[src/rtl/u1tx_pkg.sv]
package u1tx_pkg;

    // Cell geometry
    localparam int BYTE_W      = 8;
    localparam int WORD_W      = 2 * BYTE_W;
    localparam int HDR_BYTES   = 4;          // generic header bytes before HEC (even, so HEC lands in an upper half)
    localparam int PAY_BYTES   = 48;
    localparam int CELL_BYTES  = HDR_BYTES + 2 + PAY_BYTES;   // header + HEC + UDF2 + payload
    localparam int CELL_WORDS  = CELL_BYTES / 2;
    localparam int HEC_POS     = HDR_BYTES;
    localparam int LAST_POS    = CELL_BYTES - 1;
    localparam int IDX_W       = $clog2(CELL_BYTES);
    localparam int WADDR_W     = $clog2(CELL_WORDS);
    localparam logic [BYTE_W-1:0] UDF2_FILL = '0;

    typedef enum logic {
        CAP_IDLE = 1'b0,
        CAP_BUSY = 1'b1
    } cap_state_t;

    // One byte offered by the bus in a cycle
    typedef struct packed {
        logic              take;
        logic              soc;
        logic [BYTE_W-1:0] data;
    } byte_evt_t;

    // Write request into the cell store, per half-word enables
    typedef struct packed {
        logic               hi_en;
        logic               lo_en;
        logic [WADDR_W-1:0] addr;
        logic [BYTE_W-1:0]  hi;
        logic [BYTE_W-1:0]  lo;
    } word_wr_t;

    function automatic logic [WADDR_W-1:0] word_of(input logic [IDX_W-1:0] pos);
        logic [IDX_W-1:0] half;
        half = pos >> 1;
        return half[WADDR_W-1:0];
    endfunction

    function automatic logic is_last_word(input logic [WADDR_W-1:0] a);
        return a == WADDR_W'(CELL_WORDS - 1);
    endfunction

endpackage

[src/rtl/u1tx_byte_tracker.sv]
module u1tx_byte_tracker
    import u1tx_pkg::*;
(
    input  logic      clk,
    input  logic      rst,
    input  logic      mode54,
    input  byte_evt_t evt,
    output word_wr_t  wr,
    output logic      cell_done
);

    cap_state_t       state;
    logic [IDX_W-1:0] idx;
    logic             accept;
    logic [IDX_W-1:0] pos;
    logic [IDX_W-1:0] nxt;

    always_comb begin
        accept    = evt.take && (evt.soc || state == CAP_BUSY);
        pos       = evt.soc ? '0 : idx;
        nxt       = pos + IDX_W'(1);
        wr        = '0;
        wr.addr   = word_of(pos);
        if (accept) begin
            if (!mode54 && pos == IDX_W'(HEC_POS)) begin
                // short cell: HEC and filler UDF2 written together
                wr.hi_en = 1'b1;
                wr.lo_en = 1'b1;
                wr.hi    = evt.data;
                wr.lo    = UDF2_FILL;
                nxt      = pos + IDX_W'(2);
            end else if (!pos[0]) begin
                wr.hi_en = 1'b1;
                wr.hi    = evt.data;
            end else begin
                wr.lo_en = 1'b1;
                wr.lo    = evt.data;
            end
        end
        cell_done = accept && pos == IDX_W'(LAST_POS);
    end

    always_ff @(posedge clk) begin
        if (rst) begin
            state <= CAP_IDLE;
            idx   <= '0;
        end else if (cell_done) begin
            state <= CAP_IDLE;
            idx   <= '0;
        end else if (accept) begin
            state <= CAP_BUSY;
            idx   <= nxt;
        end
    end

endmodule

[src/rtl/u1tx_cell_store.sv]
module u1tx_cell_store
    import u1tx_pkg::*;
(
    input  logic               clk,
    input  word_wr_t           wr,
    input  logic [WADDR_W-1:0] rd_addr,
    output logic [WORD_W-1:0]  rd_data
);

    logic [BYTE_W-1:0] mem_hi [CELL_WORDS];
    logic [BYTE_W-1:0] mem_lo [CELL_WORDS];

    always_ff @(posedge clk) begin
        if (wr.hi_en) mem_hi[wr.addr] <= wr.hi;
        if (wr.lo_en) mem_lo[wr.addr] <= wr.lo;
    end

    assign rd_data = {mem_hi[rd_addr], mem_lo[rd_addr]};

endmodule

[src/rtl/u1tx_word_reader.sv]
module u1tx_word_reader
    import u1tx_pkg::*;
(
    input  logic               clk,
    input  logic               rst,
    input  logic               cell_done,
    input  logic               ready,
    output logic               valid,
    output logic               sop,
    output logic               pending,
    output logic [WADDR_W-1:0] rd_addr
);

    logic               full;
    logic [WADDR_W-1:0] rd;
    logic               fire;

    assign fire = full && ready;

    always_ff @(posedge clk) begin
        if (rst) begin
            full <= 1'b0;
            rd   <= '0;
        end else if (fire) begin
            if (is_last_word(rd)) begin
                full <= 1'b0;
                rd   <= '0;
            end else begin
                rd <= rd + WADDR_W'(1);
            end
        end else if (cell_done) begin
            full <= 1'b1;
            rd   <= '0;
        end
    end

    assign valid   = full;
    assign pending = full;
    assign sop     = full && rd == '0;
    assign rd_addr = rd;

endmodule

[src/rtl/u1tx_rx_top.sv]
module u1tx_rx_top
    import u1tx_pkg::*;
(
    input  logic              clk,
    input  logic              rst,
    input  logic              cell_mode54,
    input  logic [BYTE_W-1:0] tx_data,
    input  logic              tx_enb_n,
    input  logic              tx_soc,
    output logic              tx_clav,
    output logic [WORD_W-1:0] usr_data,
    output logic              usr_sop,
    output logic              usr_valid,
    input  logic              usr_ready
);

    byte_evt_t          evt;
    word_wr_t           wr;
    logic               cell_done;
    logic               pending;
    logic [WADDR_W-1:0] rd_addr;

    // a pending cell blocks capture entirely
    always_comb begin
        evt.take = !tx_enb_n && !pending;
        evt.soc  = tx_soc;
        evt.data = tx_data;
    end

    u1tx_byte_tracker trk_i (
        .clk       (clk),
        .rst       (rst),
        .mode54    (cell_mode54),
        .evt       (evt),
        .wr        (wr),
        .cell_done (cell_done)
    );

    u1tx_cell_store sto_i (
        .clk     (clk),
        .wr      (wr),
        .rd_addr (rd_addr),
        .rd_data (usr_data)
    );

    u1tx_word_reader rdr_i (
        .clk       (clk),
        .rst       (rst),
        .cell_done (cell_done),
        .ready     (usr_ready),
        .valid     (usr_valid),
        .sop       (usr_sop),
        .pending   (pending),
        .rd_addr   (rd_addr)
    );

    assign tx_clav = !pending;

endmodule

[config.mk]
export PLATFORM = sky130hd
export DESIGN_NAME = u1tx_rx_top
export DESIGN_NICKNAME = d
export VERILOG_FILES = /design/src/rtl/u1tx_pkg.sv /design/src/rtl/u1tx_byte_tracker.sv /design/src/rtl/u1tx_cell_store.sv /design/src/rtl/u1tx_word_reader.sv /design/src/rtl/u1tx_rx_top.sv
export SDC_FILE = /design/constraint.sdc
export NUM_CORES = 1
export LEC_CHECK = 0
export ABC_CLOCK_PERIOD_IN_PS = 2750
export BUFFER_PORTS_ARGS = -buffer_cell sky130_fd_sc_hd__buf_2
export CAP_MARGIN = 10
export CORE_UTILIZATION = 56
export DETAILED_ROUTE_END_ITERATION = 6
export PLACE_DENSITY_LB_ADDON = 0.15
export SLEW_MARGIN = 20
export SYNTH_ARGS = -nofsm -noshare
export SYNTH_HDL_FRONTEND = slang
export SYNTH_SLANG_ARGS = --single-unit
[constraint.sdc]
create_clock -name clk -period 2.75 [get_ports clk]
set_input_delay 0.55 -clock clk [delete_from_list [all_inputs] [get_ports clk]]
set_output_delay 0.55 -clock clk [all_outputs]
set_load 0.01 [all_outputs]
==> impl_metrics.yaml, run 1 <==
timing:
  final.period_utilization_pct: 107
  setup_ws_ns: -0.206
  rsz0062_at_grt: "yes"
  drv_slew: 0
  worst_pin_slew_ns: 0.665
  setup_viol_count_final: 16
  finClkSkew_ns: 0.0172
  min_period_ns: 2.96
  fmax_ghz: 0.338
  finalSetupTns_ns: -2.71
  max_slew_margin_pct: 55.6
  timing.final.hold_violations: 0
yosys:
  synth-seq-cells: 450
  synthDistinctLibCells: 51
  async_flop_share_pct: 0
  yosysMostFrequentCell: "edfxtp_1"
  syn_area_um2: 18100
  netlist.area_leader.share_pct: 71.7
  yosys.area.top_type: "edfxtp_1"
  synth_cells: 1061
  synth_edf_count: 432
  synth_nets: 1085
  synth-main-ff-cell: "edfxtp_1"
  syn_area_per_cell_um2: 17.1
  yosys_warnings: 0
  synthTopCellsByArea: "edfxtp_1 (72%), mux2i_1 (11%), a22oi_1 (3.3%), dfxtp_1 (2.0%), mux4_2 (2.0%)"
  synth_common_cells: "edfxtp_1 (432), mux2i_1 (192), nor2_1 (90)"
  yosysSeqAreaShare_pct: 73.7
critical_path:
  path_class: "reg2out"
  crit_path_cell_trace: "buf_12 > and3b_2 > buf_6 > a22oi_2 > nand4_1 > a221oi_2 > buf_2"
  crit_required_ns: 2.20
  slowest_delay_ns: 0.37
  startpoint_type: "register"
  end_kind: "output port"
  cp_max_fo: 9
  worst_ep_arrival_time_ns: 2.41
  cp_slowest_cell: "dfxtp_4"
  reg2regPathDepth: 9
clock_network:
  cts_sinks: 450
  cts_tree: "done"
  htreeDepth: 2
  cts_buffers: 45
  clk_latency_ns: 0.54
  cts-hold-fix-buffers: 0
  cts.path.max_buffers: 3
  clk_pin_slew_ns: 0.06
  root_buffer: "clkbuf_16"
layout:
  instances_no_fill: 1629
  fin_nets: 1218
  drive_gt1_share_pct: 29.0
  area_delta_synth_final_pct: 20.5
  nFillCells: 2060
  finalInstanceArea_um2: 21800
  n_antenna_cell: 0
  multi_input_area_um2: 5190
  post-route-util_pct: 68.9
  ff_latch_area_um2: 13300
floorplan:
  fp.dieW_um: 182
  fp.dieH_um: 182
  ios: 33
  core_um2: 31600
  start_util_pct: 57.2
  die_area_um2: 33000
  rows: 65
pwr:
  p_leak_nw: 6.80
  powerDensity_nw_per_um2: 609
  ir_drop_mv: 0.372
routing:
  vias: 9921
  route.detailed.drc: 0
  routed_wl_um: 41100
  antenna_left: 0
  dr.pass1.iters: 5
  viasPerCell: 6.09
  wl_per_cell_um: 25.2
  first_iter_violations: 942
min_path:
  min_path_cells: 2
  worstHoldPathType: "in2reg"
place:
  dpl.cell_count: 1509
  dpl.hpwl_um: 25200
  dpl_cell_area_um2: 19600
  portBuffers: 32
  dp_slack_ns: 0.0625
  gp_congestion: 0.790
grt:
  grt_max_degree: 39
  antenna_found_initial: 0
  grt_remaining_overflow: 0
  grt_pass1_vias: 9686
  grt_pass1_wl_um: 59800
  grt_usage_pct: 24.8
job:
  cap_violations: 0
run_status:
  outcome: "complete, but fails checks"
  violations: "negative setup slack"
-- critical path, delay by kind of cell (launching register included) --
family | cells | cell delay (ns)
and+or+nand+nor | 2 | 0.54
AOI/OAI and AO/OA | 2 | 0.46
buffers and inverters | 3 | 0.50
DFF | 1 | 0.37
-- cell families after synthesis --
group / Yosys count / synth area share, %
flip-flops: 450 / 73.7
adder cells (fa/ha/maj): 10 / 0.691
XOR/XNOR: 2 / 0.0968
AO/OA/AOI/OAI: 118 / 5.10
AND/OR/NAND/NOR: 209 / 5.72
multiplexers: 208 / 12.6
buffers and inverters: 64 / 2.10
-- power by group --
part | internal [W] | switching (W) | total, W | leakage (nW)
clock | 0.00311 | 0.00243 | 0.00554 | 0.637
sequential | 0.00748 | 0.00000650 | 0.00748 | 4.17
combinational | 0.0000757 | 0.000181 | 0.000257 | 2.00
total | 0.0107 | 0.00262 | 0.0133 | 6.80
-- placed cells by master (no fill, tap or decap), types with 4 or more instances in the layout --
cell,count
edfxtp_1,432
mux2i_1,185
buf_4,72
a22oi_1,55
nor2_4,55
nand2_1,51
clkbuf_16,51
buf_2,33
a22oi_2,25
nor2_1,19
nand4_1,18
mux4_2,16
nor2_2,16
clkinv_1,15
dfxtp_1,14
buf_12,14
a221oi_2,12
clkbuf_1,12
buf_6,12
ha_1,10
inv_1,8
nand2_4,8
a21oi_1,6
buf_16,6
mux2i_4,4
nor2b_1,4
a221oi_1,4
dfxtp_4,4
clkinv_2,4
-- through the flow --
| step | hold slack (ns) | power [W] |
|---|---|---|
| floorplan | 0.458 | 0.00776 |
| global placement | 0.476 | 0.00788 |
| detailed placement | 0.492 | 0.00789 |
| CTS | 0.252 | 0.0133 |
| global route | 0.266 | 0.0136 |
| finish | 0.260 | 0.0133 |
-- repair_timing --
| action | in CTS | in global routing |
|---|---|---|
| pin swaps | 12 | 14 |
| gates resized for setup | 58 | 29 |
| buffers inserted | 18 | 14 |
| setup endpoints to repair | 16 | 16 |
| gates cloned | 3 | 5 |
-- per-layer routing --
layer,part of all wire [%],up-vias,global-route usage [%]
met4,2.0,0,6.47
met2,48,307,39.5
met1,45,5078,35.9
met5,0,-,0
li1,-,4473,-
met3,5.7,63,3.83
-- cell type report --
| type | count | area share [%] |
|---|---|---|
| Clock buffer | 59 | 5.60 |
| Tap cell | 402 | 2.31 |
| Clock inverter | 21 | 0.425 |
| Multi-Input combinational cell | 547 | 23.8 |
| Timing Repair Buffer | 142 | 6.51 |
| Sequential cell | 450 | 61.2 |
| Inverter | 8 | 0.138 |
-- sequential cells by signal, summed over array words and instances, names as in the netlist, named ones only --
| register | cells |
|---|---|
| trk_i.idx | 6 |
| rdr_i.rd_addr | 5 |
| trk_i.state | 1 |
| sto_i.mem_lo | 216 |
| sto_i.mem_hi | 216 |
| rdr_i.pending | 1 |
-- worst paths after layout --
path	end	slack, ns	from
setup / recovery	usr_data[12]	-0.21	register
hold / removal	rdr_i.pending	0.26	rst
setup reg to reg	sto_i.mem_lo[11][1]	0.43	trk_i.idx[0]
hold reg to reg	trk_i.idx[1]	0.50	trk_i.idx[1]
Power figures use the tool's default switching activity.
==> inputs of run 2 (changes only) <==
--- a/config.mk
+++ b/config.mk
@@ -10,6 +10,7 @@
 export CAP_MARGIN = 10
 export CORE_UTILIZATION = 56
 export DETAILED_ROUTE_END_ITERATION = 6
+export GPL_TIMING_DRIVEN = 0
 export PLACE_DENSITY_LB_ADDON = 0.15
 export SLEW_MARGIN = 20
 export SYNTH_ARGS = -nofsm -noshare
==> constraint.sdc (replaced) <==
create_clock -name clk -period 2.75 [get_ports clk]
set_input_delay 0.1375 -clock clk [delete_from_list [all_inputs] [get_ports clk]]
set_output_delay 0.1375 -clock clk [all_outputs]
set_load 0.01 [all_outputs]
==> run 2 against run 1 <==
Compared with the run above:
- the run now ends clean
- worst hold slack lost 0.17 ns
- sequential share of layout area grew 0.67 points
- count of clock-buffer cells in the layout grew 5
- design area shrank 1.1%
- clock power grew 0.9%
- register-to-register slack lost 0.30 ns
- worst setup slack gained 0.24 ns
- critical path depth grew 1
- critical path type unchanged
- highest routed layer unchanged
==> impl_metrics.yaml, run 2 (synthesis results as in run 1) <==
layout:
  multi_input_area_um2: 5090
  reg_top3: "sto_i.mem_hi: 216 flops, sto_i.mem_lo: 216 flops, trk_i.idx: 6 flops"
  finalInstanceArea_um2: 21600
  instances_no_fill: 1609
  n_antenna_cell: 0
  area_delta_synth_final_pct: 19.1
  drive_gt1_share_pct: 26.6
  final_common_cell: "edfxtp_1"
  fin_nets: 1199
  ff_latch_area_um2: 13300
  nFillCells: 2041
  final_cell_mix: "edfxtp_1 (432), mux2i_1 (192), a22oi_1 (67), nor2_4 (58), nand2_1 (52)"
critical_path:
  end_kind: "output port"
  crit_required_ns: 2.61
  slowest_delay_ns: 0.38
  crit_path_cell_trace: "buf_4 > buf_8 > buf_8 > mux2i_1 > a22oi_2 > nand4_1 > a221oi_2 > buf_2"
  worst_ep_arrival_time_ns: 2.58
  cp_max_fo: 10
  path_class: "reg2out"
  cp_slowest_cell: "dfxtp_2"
  startpoint_type: "register"
  path_common_cell: "buf_8"
  timing.rr.start: "trk_i.idx[3]"
timing:
  setup_viol_count_final: 0
  max_slew_margin_pct: 23.7
  drv_slew: 0
  setup_ws_ns: 0.0292
  finClkSkew_ns: 0.0125
  final.period_utilization_pct: 98.9
  fmax_ghz: 0.368
  min_period_ns: 2.72
  worst_pin_slew_ns: 1.15
  timing.final.hold_violations: 0
run_status:
  outcome: "completed"
pwr:
  powerDensity_nw_per_um2: 618
  ir_drop_mv: 0.416
  p_leak_nw: 6.68
routing:
  route.detailed.drc: 0
  routed_wl_um: 39900
  antenna_left: 0
  viasPerCell: 6.01
  wl_per_cell_um: 24.8
  first_iter_violations: 849
  dr.pass1.iters: 4
  vias: 9674
grt:
  grt_pass1_wl_um: 59400
  grt_max_degree: 28
  antenna_found_initial: 0
  grt_pass1_vias: 9781
  grt_usage_pct: 24.7
  grt_remaining_overflow: 0
place:
  dpl.cell_count: 1505
  portBuffers: 32
  dpl.hpwl_um: 26700
  dpl_cell_area_um2: 18900
  gp_congestion: 0.862
  dp_slack_ns: -0.782
floorplan:
  fp.dieH_um: 182
  core_um2: 31600
  ios: 33
  rows: 65
  start_util_pct: 57.2
  die_area_um2: 33000
  fp.dieW_um: 182
clock_network:
  clk_pin_slew_ns: 0.06
  cts_tree: "done"
  cts_buffers: 44
  htreeDepth: 2
  cts_sinks: 450
  cts.path.max_buffers: 3
  clk_latency_ns: 0.53
  root_buffer: "clkbuf_16"
min_path:
  worstHoldPathType: "in2reg"
  min-delay-start: "tx_data[7]"
job:
  cap_violations: 0
run 2: final cells by class:
type | count | share of cell area (%)
repair buffers | 75 | 3.48
clock inverters | 14 | 0.447
flip-flops and latches | 450 | 61.9
clock buffers | 64 | 5.75
inverters | 8 | 0.139
multi-input cells | 547 | 23.6
well taps | 402 | 2.33
plain buffers | 49 | 2.33
run 2: worst paths after layout:
path                    endpoint  slack [ns]  depth (start not counted)
min          sto_i.mem_lo[16][7]        0.09                          3
min reg2reg          trk_i.state        0.49                          2
max reg2reg  sto_i.mem_hi[10][7]        0.13                          9
max                  usr_data[6]        0.03                          8
run 2: stage by stage:
| step | utilization [%] | hold slack, ns | power (W) | setup TNS, ns |
|---|---|---|---|---|
| 4_1_cts | 67.3 | 0.0583 | 0.0134 | 0 |
| 3_5_place_dp | 59.9 | 0.403 | 0.00785 | -304.20 |
| 5_1_grt | 68.1 | 0.0905 | 0.0137 | -0.0402 |
| 2_1_floorplan | - | 0.207 | 0.00774 | 0 |
| 3_3_place_gp | 59.3 | 0.399 | 0.00783 | -516.72 |
| 6_report | 68.1 | 0.0897 | 0.0133 | 0 |
run 2: what timing repair did:
item	4_1_cts	5_1_grt
setup endpoints to repair	448	672
hold buffers	2	0
buffers inserted	23	7
gates resized for setup	174	53
endpoints found under the hold margin	11	0
pin swaps	32	13
run 2: critical path, delay by kind of cell (launching register included):
kind | cells | cell delay, ns
buf+inv | 4 | 0.75
simple gates | 1 | 0.21
flops | 1 | 0.38
mux | 1 | 0.12
compound gates | 2 | 0.57
run 2: where the power goes:
part	internal (W)	switching (W)	total (W)	leakage (nW)
sequential	0.00748	0.00000758	0.00749	4.17
clock	0.00322	0.00237	0.00559	0.652
combinational	0.0000720	0.000184	0.000256	1.85
run 2: per-layer routing:
layer  routed length (µm)  global-route usage, %
met5                    0                      0
met4                  700                   6.68
met3                 2060                   4.57
met2                20200                   41.8
met1                17000                   33.0
